**src/rtl/hzf_pkg.sv**
```systemverilog
package hzf_pkg;
  localparam int NSTG = 3;
  localparam int STG_EX = 0;
  localparam int STG_MEM = 1;
  localparam int STG_WB = 2;
  localparam int NSRC = 2;

  typedef enum logic [1:0] {
    SRC_RF    = 2'b00,
    SRC_EXMEM = 2'b01,
    SRC_MEMWB = 2'b10
  } src_sel_e;

  // nearest producer first; a load in execute gives no usable value yet
  function automatic src_sel_e pick_src(input logic hit_ex, input logic ex_load,
                                        input logic hit_mem);
    if (hit_ex) return ex_load ? SRC_RF : SRC_EXMEM;
    if (hit_mem) return SRC_MEMWB;
    return SRC_RF;
  endfunction

  function automatic logic needs_stall(input logic hit_ex, input logic ex_load);
    return hit_ex && ex_load;
  endfunction
endpackage

```
**src/rtl/hzf_stage_cmp.sv**
```systemverilog
module hzf_stage_cmp #(
  parameter int AW = 5
) (
  input  logic [AW-1:0] src,
  input  logic [AW-1:0] dst,
  input  logic          wen,
  output logic          hit
);
  localparam logic [AW-1:0] ZERO_REG = '0;
  assign hit = wen && (dst != ZERO_REG) && (src == dst);
endmodule

```
**src/rtl/hzf_operand.sv**
```systemverilog
module hzf_operand
  import hzf_pkg::*;
#(
  parameter int AW = 5
) (
  input  logic [AW-1:0]            src,
  input  logic [NSTG-1:0][AW-1:0]  dst,
  input  logic [NSTG-1:0]          wen,
  input  logic                     ex_load,
  output src_sel_e                 sel,
  output logic                     hazard,
  output logic                     stall
);
  logic [NSTG-1:0] hit;

  for (genvar s = 0; s < NSTG; s++) begin : g_stg
    hzf_stage_cmp #(.AW(AW)) u_cmp (
      .src(src),
      .dst(dst[s]),
      .wen(wen[s]),
      .hit(hit[s])
    );
  end

  assign hazard = |hit;
  assign stall  = needs_stall(hit[STG_EX], ex_load);
  assign sel    = pick_src(hit[STG_EX], ex_load, hit[STG_MEM]);
endmodule

```
**src/rtl/hzf_fwd_unit.sv**
```systemverilog
module hzf_fwd_unit
  import hzf_pkg::*;
#(
  parameter int AW = 5
) (
  input  logic          clk,
  input  logic          rst_n,
  input  logic [AW-1:0] id_rs,
  input  logic [AW-1:0] id_rt,
  input  logic [AW-1:0] ex_rd,
  input  logic          ex_wen,
  input  logic          ex_load,
  input  logic [AW-1:0] mem_rd,
  input  logic          mem_wen,
  input  logic [AW-1:0] wb_rd,
  input  logic          wb_wen,
  output logic          raw_hazard,
  output logic          load_stall,
  output logic [1:0]    fwd_rs_q,
  output logic [1:0]    fwd_rt_q
);
  logic [NSTG-1:0][AW-1:0] dst_vec;
  logic [NSTG-1:0]         wen_vec;
  logic [NSRC-1:0][AW-1:0] src_vec;
  src_sel_e                sel_d [NSRC];
  logic [NSRC-1:0]         op_haz;
  logic [NSRC-1:0]         op_stall;

  assign dst_vec[STG_EX]  = ex_rd;
  assign dst_vec[STG_MEM] = mem_rd;
  assign dst_vec[STG_WB]  = wb_rd;
  assign wen_vec[STG_EX]  = ex_wen;
  assign wen_vec[STG_MEM] = mem_wen;
  assign wen_vec[STG_WB]  = wb_wen;
  assign src_vec[0] = id_rs;
  assign src_vec[1] = id_rt;

  for (genvar o = 0; o < NSRC; o++) begin : g_op
    hzf_operand #(.AW(AW)) u_op (
      .src(src_vec[o]),
      .dst(dst_vec),
      .wen(wen_vec),
      .ex_load(ex_load),
      .sel(sel_d[o]),
      .hazard(op_haz[o]),
      .stall(op_stall[o])
    );
  end

  assign raw_hazard = |op_haz;
  assign load_stall = |op_stall;

  // decode/execute capture of the selects; a stall loads a bubble
  always_ff @(posedge clk) begin
    if (!rst_n) begin
      fwd_rs_q <= SRC_RF;
      fwd_rt_q <= SRC_RF;
    end else if (load_stall) begin
      fwd_rs_q <= SRC_RF;
      fwd_rt_q <= SRC_RF;
    end else begin
      fwd_rs_q <= sel_d[0];
      fwd_rt_q <= sel_d[1];
    end
  end
endmodule

```
**config.mk**
```make
export PLATFORM = sky130hd
export DESIGN_NAME = hzf_fwd_unit
export DESIGN_NICKNAME = d
export VERILOG_FILES = /design/src/rtl/hzf_pkg.sv /design/src/rtl/hzf_stage_cmp.sv /design/src/rtl/hzf_operand.sv /design/src/rtl/hzf_fwd_unit.sv
export SDC_FILE = /design/constraint.sdc
export NUM_CORES = 1
export LEC_CHECK = 0
export ABC_AREA = 1
export BUFFER_PORTS_ARGS = -buffer_cell sky130_fd_sc_hd__buf_2
export CAP_MARGIN = 20
export CORE_AREA = 10 10 49 55
export CTS_BUF_LIST = sky130_fd_sc_hd__clkbuf_8
export DETAILED_ROUTE_END_ITERATION = 12
export DIE_AREA = 0 0 59 65
export PLACE_DENSITY = 0.8
export SYNTH_ARGS = -nofsm -noshare
export SYNTH_HDL_FRONTEND = slang
export SYNTH_SLANG_ARGS = --single-unit
```
**constraint.sdc**
```tcl
create_clock -name clk -period 1.8 [get_ports clk]
set_input_delay 0.36 -clock clk [delete_from_list [all_inputs] [get_ports clk]]
set_output_delay 0.36 -clock clk [all_outputs]
set_load 0.05 [all_outputs]
```
==> results.tsv <==
metric	value	unit
Mapped Avg Cell Area	5.558	um2
initial antenna violation count	0	
clock period minus worst slack	1.688	ns
Die Wd	59	um
Hold Path Class	in2reg	
layout cell share with drive strength beyond 1	0.3022	
Netlist cell types	21	
sequential share of the synthesized area	0.09801	
Worst EP required	1.44	ns
Finished Layout Cells	200	
Post-Route Setup TNS	0	ns
Tcrit/Tclk final	0.9376	
Static Leak	0.6267	nW
status	completed	
Crit Path Max Fanout	5	
PortBufs	36	
fmax	592.5	MHz
vias in the first global route	925	
H-tree depth	1	
Design Area, Final	1028	um2
hpwl dp	2.104	mm
cell chosen for the clock root	clkbuf_8	
Ys Warns	0	
gr usage total	0.1179	
routability congestion estimate	0.8748	
ys flop type	dfxtp_1	
CTS Hold Bufs	0	
top cell type's share of synthesized area	0.2205	
max cap viols	0	
vias	973	
largest net degree at the start of global routing	6	
Slew HR	0.8361	
Slew @ Worst Pin	0.2449	ns
TritonCTS clock tree	done	
Placed Instances	197	
PostCTS Resize Cnt	0	
first-pass GRT wire length	3.705	mm
post-synthesis instance total	147	
Via density	4.865	
maximum root-to-sink buffer count	2	
Core Footprint	1682	um2
drc violations	0	
clk sink count	4	
top cells by count, synth	48 x nand2_1, 23 x nor2_1, 18 x inv_1	
Post-synth EDFFs	0	
gr ovfl total	0	
Initial Util	0.4859	
register bit total from synthesis	4	
antenna cells	0	
Mapped Nets	178	
final net count	215	
WS Path Type	in2out	
pwr dens	484.4	nW/um2
Die Height	65	um
setup bufs post-CTS	0	
final setup fails	0	
row cnt	16	
RSZ-0062 raised after global routing	false	
clk slew on worst S/H paths	0.03	ns
area post-placement	978.4	um2
area grow syn2layout	25.88	%
largest area contributor in the netlist	nand2_1	
Routed WL	2.351	mm
CTS Buf Count	3	
type of origin of the critical path	input pin	
Worst Setup SP	ex_rd[1]	
crit path DAT	1.33	ns
Netlist Area Pre-Place	817.0	um2
Post-synth ARST share	0	
Fin. Hold Viols	0	
maximum vdd drop	0.0002019	V
WL/cell	11.76	um
Post-DRT Antenna Nets	0	
drt first pass iters	4	
Die ar.	3835	um2
main area contributors after synthesis	nand2_1 22%, xor2_1 11%, nor2_1 11%	
top-count cell post-synth	nand2_1	
worst setup path end	load_stall	
critical path endpoint category	primary output	
max-slew violation count	0	
I/O Pins	37	
Initial DRC Count	24	
-- metal layers --
metal  share of wire  GRT usage
met5               0          0
met4           0.011    0.04310
met3           0.050    0.02339
met2            0.55     0.2303
met1            0.39     0.1149
-- state kept, by name, summed over array words and instances, names as in the netlist --
signal	cells
fwd_rs_q	2
fwd_rt_q	2
-- cells in the final DEF (no fill, tap or decap), types with 3 or more instances in the layout --
master	Yosys	final
inv_2	5	5
nand3_1	12	12
nand2_1	48	48
dfxtp_1	4	4
nor2_1	23	23
buf_2	0	34
xnor2_1	8	8
xor2_1	10	10
clkbuf_8	0	3
inv_1	18	18
-- stage by stage --
step	utilization	hold WS (ns)	setup slack, ns	total power, W
final	0.6116	0.3773	0.1123	0.0004982
after detailed placement	0.5818	0.6053	0.04259	0.0003020
after global placement	0.5818	0.5911	0.08074	0.0002947
after floorplan	-	0.4289	0.1493	0.0002320
after CTS	0.6064	0.3758	0.03743	0.0004958
after global routing	0.6116	0.3964	0.007843	0.0005309
-- critical path, cell delays in order --
cell	delay (ns)
buf_2	0.15
xnor2_1	0.20
nand2_1	0.12
nor2_4	0.12
nand4_2	0.08
nand2_2	0.09
buf_4	0.19
-- where the power goes --
group | switching (W) | internal, W | total, W
Sequential | 0.000000169 | 0.0000901 | 0.0000903
Combinational | 0.000130 | 0.0000850 | 0.000215
Clock | 0.0000499 | 0.000143 | 0.000193
-- final cells by class --
type                       count  area (um2)
inverter                      23       86.33
clock buffer                   3       41.29
sequential                     4       80.08
multi-input combinational    116       609.3
fill                         171       653.1
tap                           18       22.52
timing repair buffer          36       188.9
-- cells by family (layout without fill, tap and decap cells) --
| kind of cell | Yosys count | in the layout | synth area share |
|---|---|---|---|
| flops | 4 | 4 | 0.09801 |
| compound gates | 3 | 3 | 0.01836 |
| buf+inv | 27 | 62 | 0.1562 |
| xor+xnor | 18 | 18 | 0.1930 |
| simple gates | 95 | 95 | 0.5344 |
-- how the worst min path moves through the flow --
stage | start | slack, ns | cells past startpoint | endpoint
finish | ex_load | 0.38 | 2 | fwd_rt_q[0]$_SDFF_PP0_
global route | ex_load | 0.40 | 2 | fwd_rt_q[0]$_SDFF_PP0_
CTS | ex_load | 0.38 | 2 | fwd_rt_q[0]$_SDFF_PP0_
detailed placement | ex_load | 0.61 | 2 | fwd_rt_q[0]$_SDFF_PP0_
global placement | ex_load | 0.59 | 2 | fwd_rt_q[0]$_SDFF_PP0_
floorplan | ex_load | 0.43 | 1 | fwd_rt_q[0]$_SDFF_PP0_
Note: power is estimated with default switching activity, not from simulation.
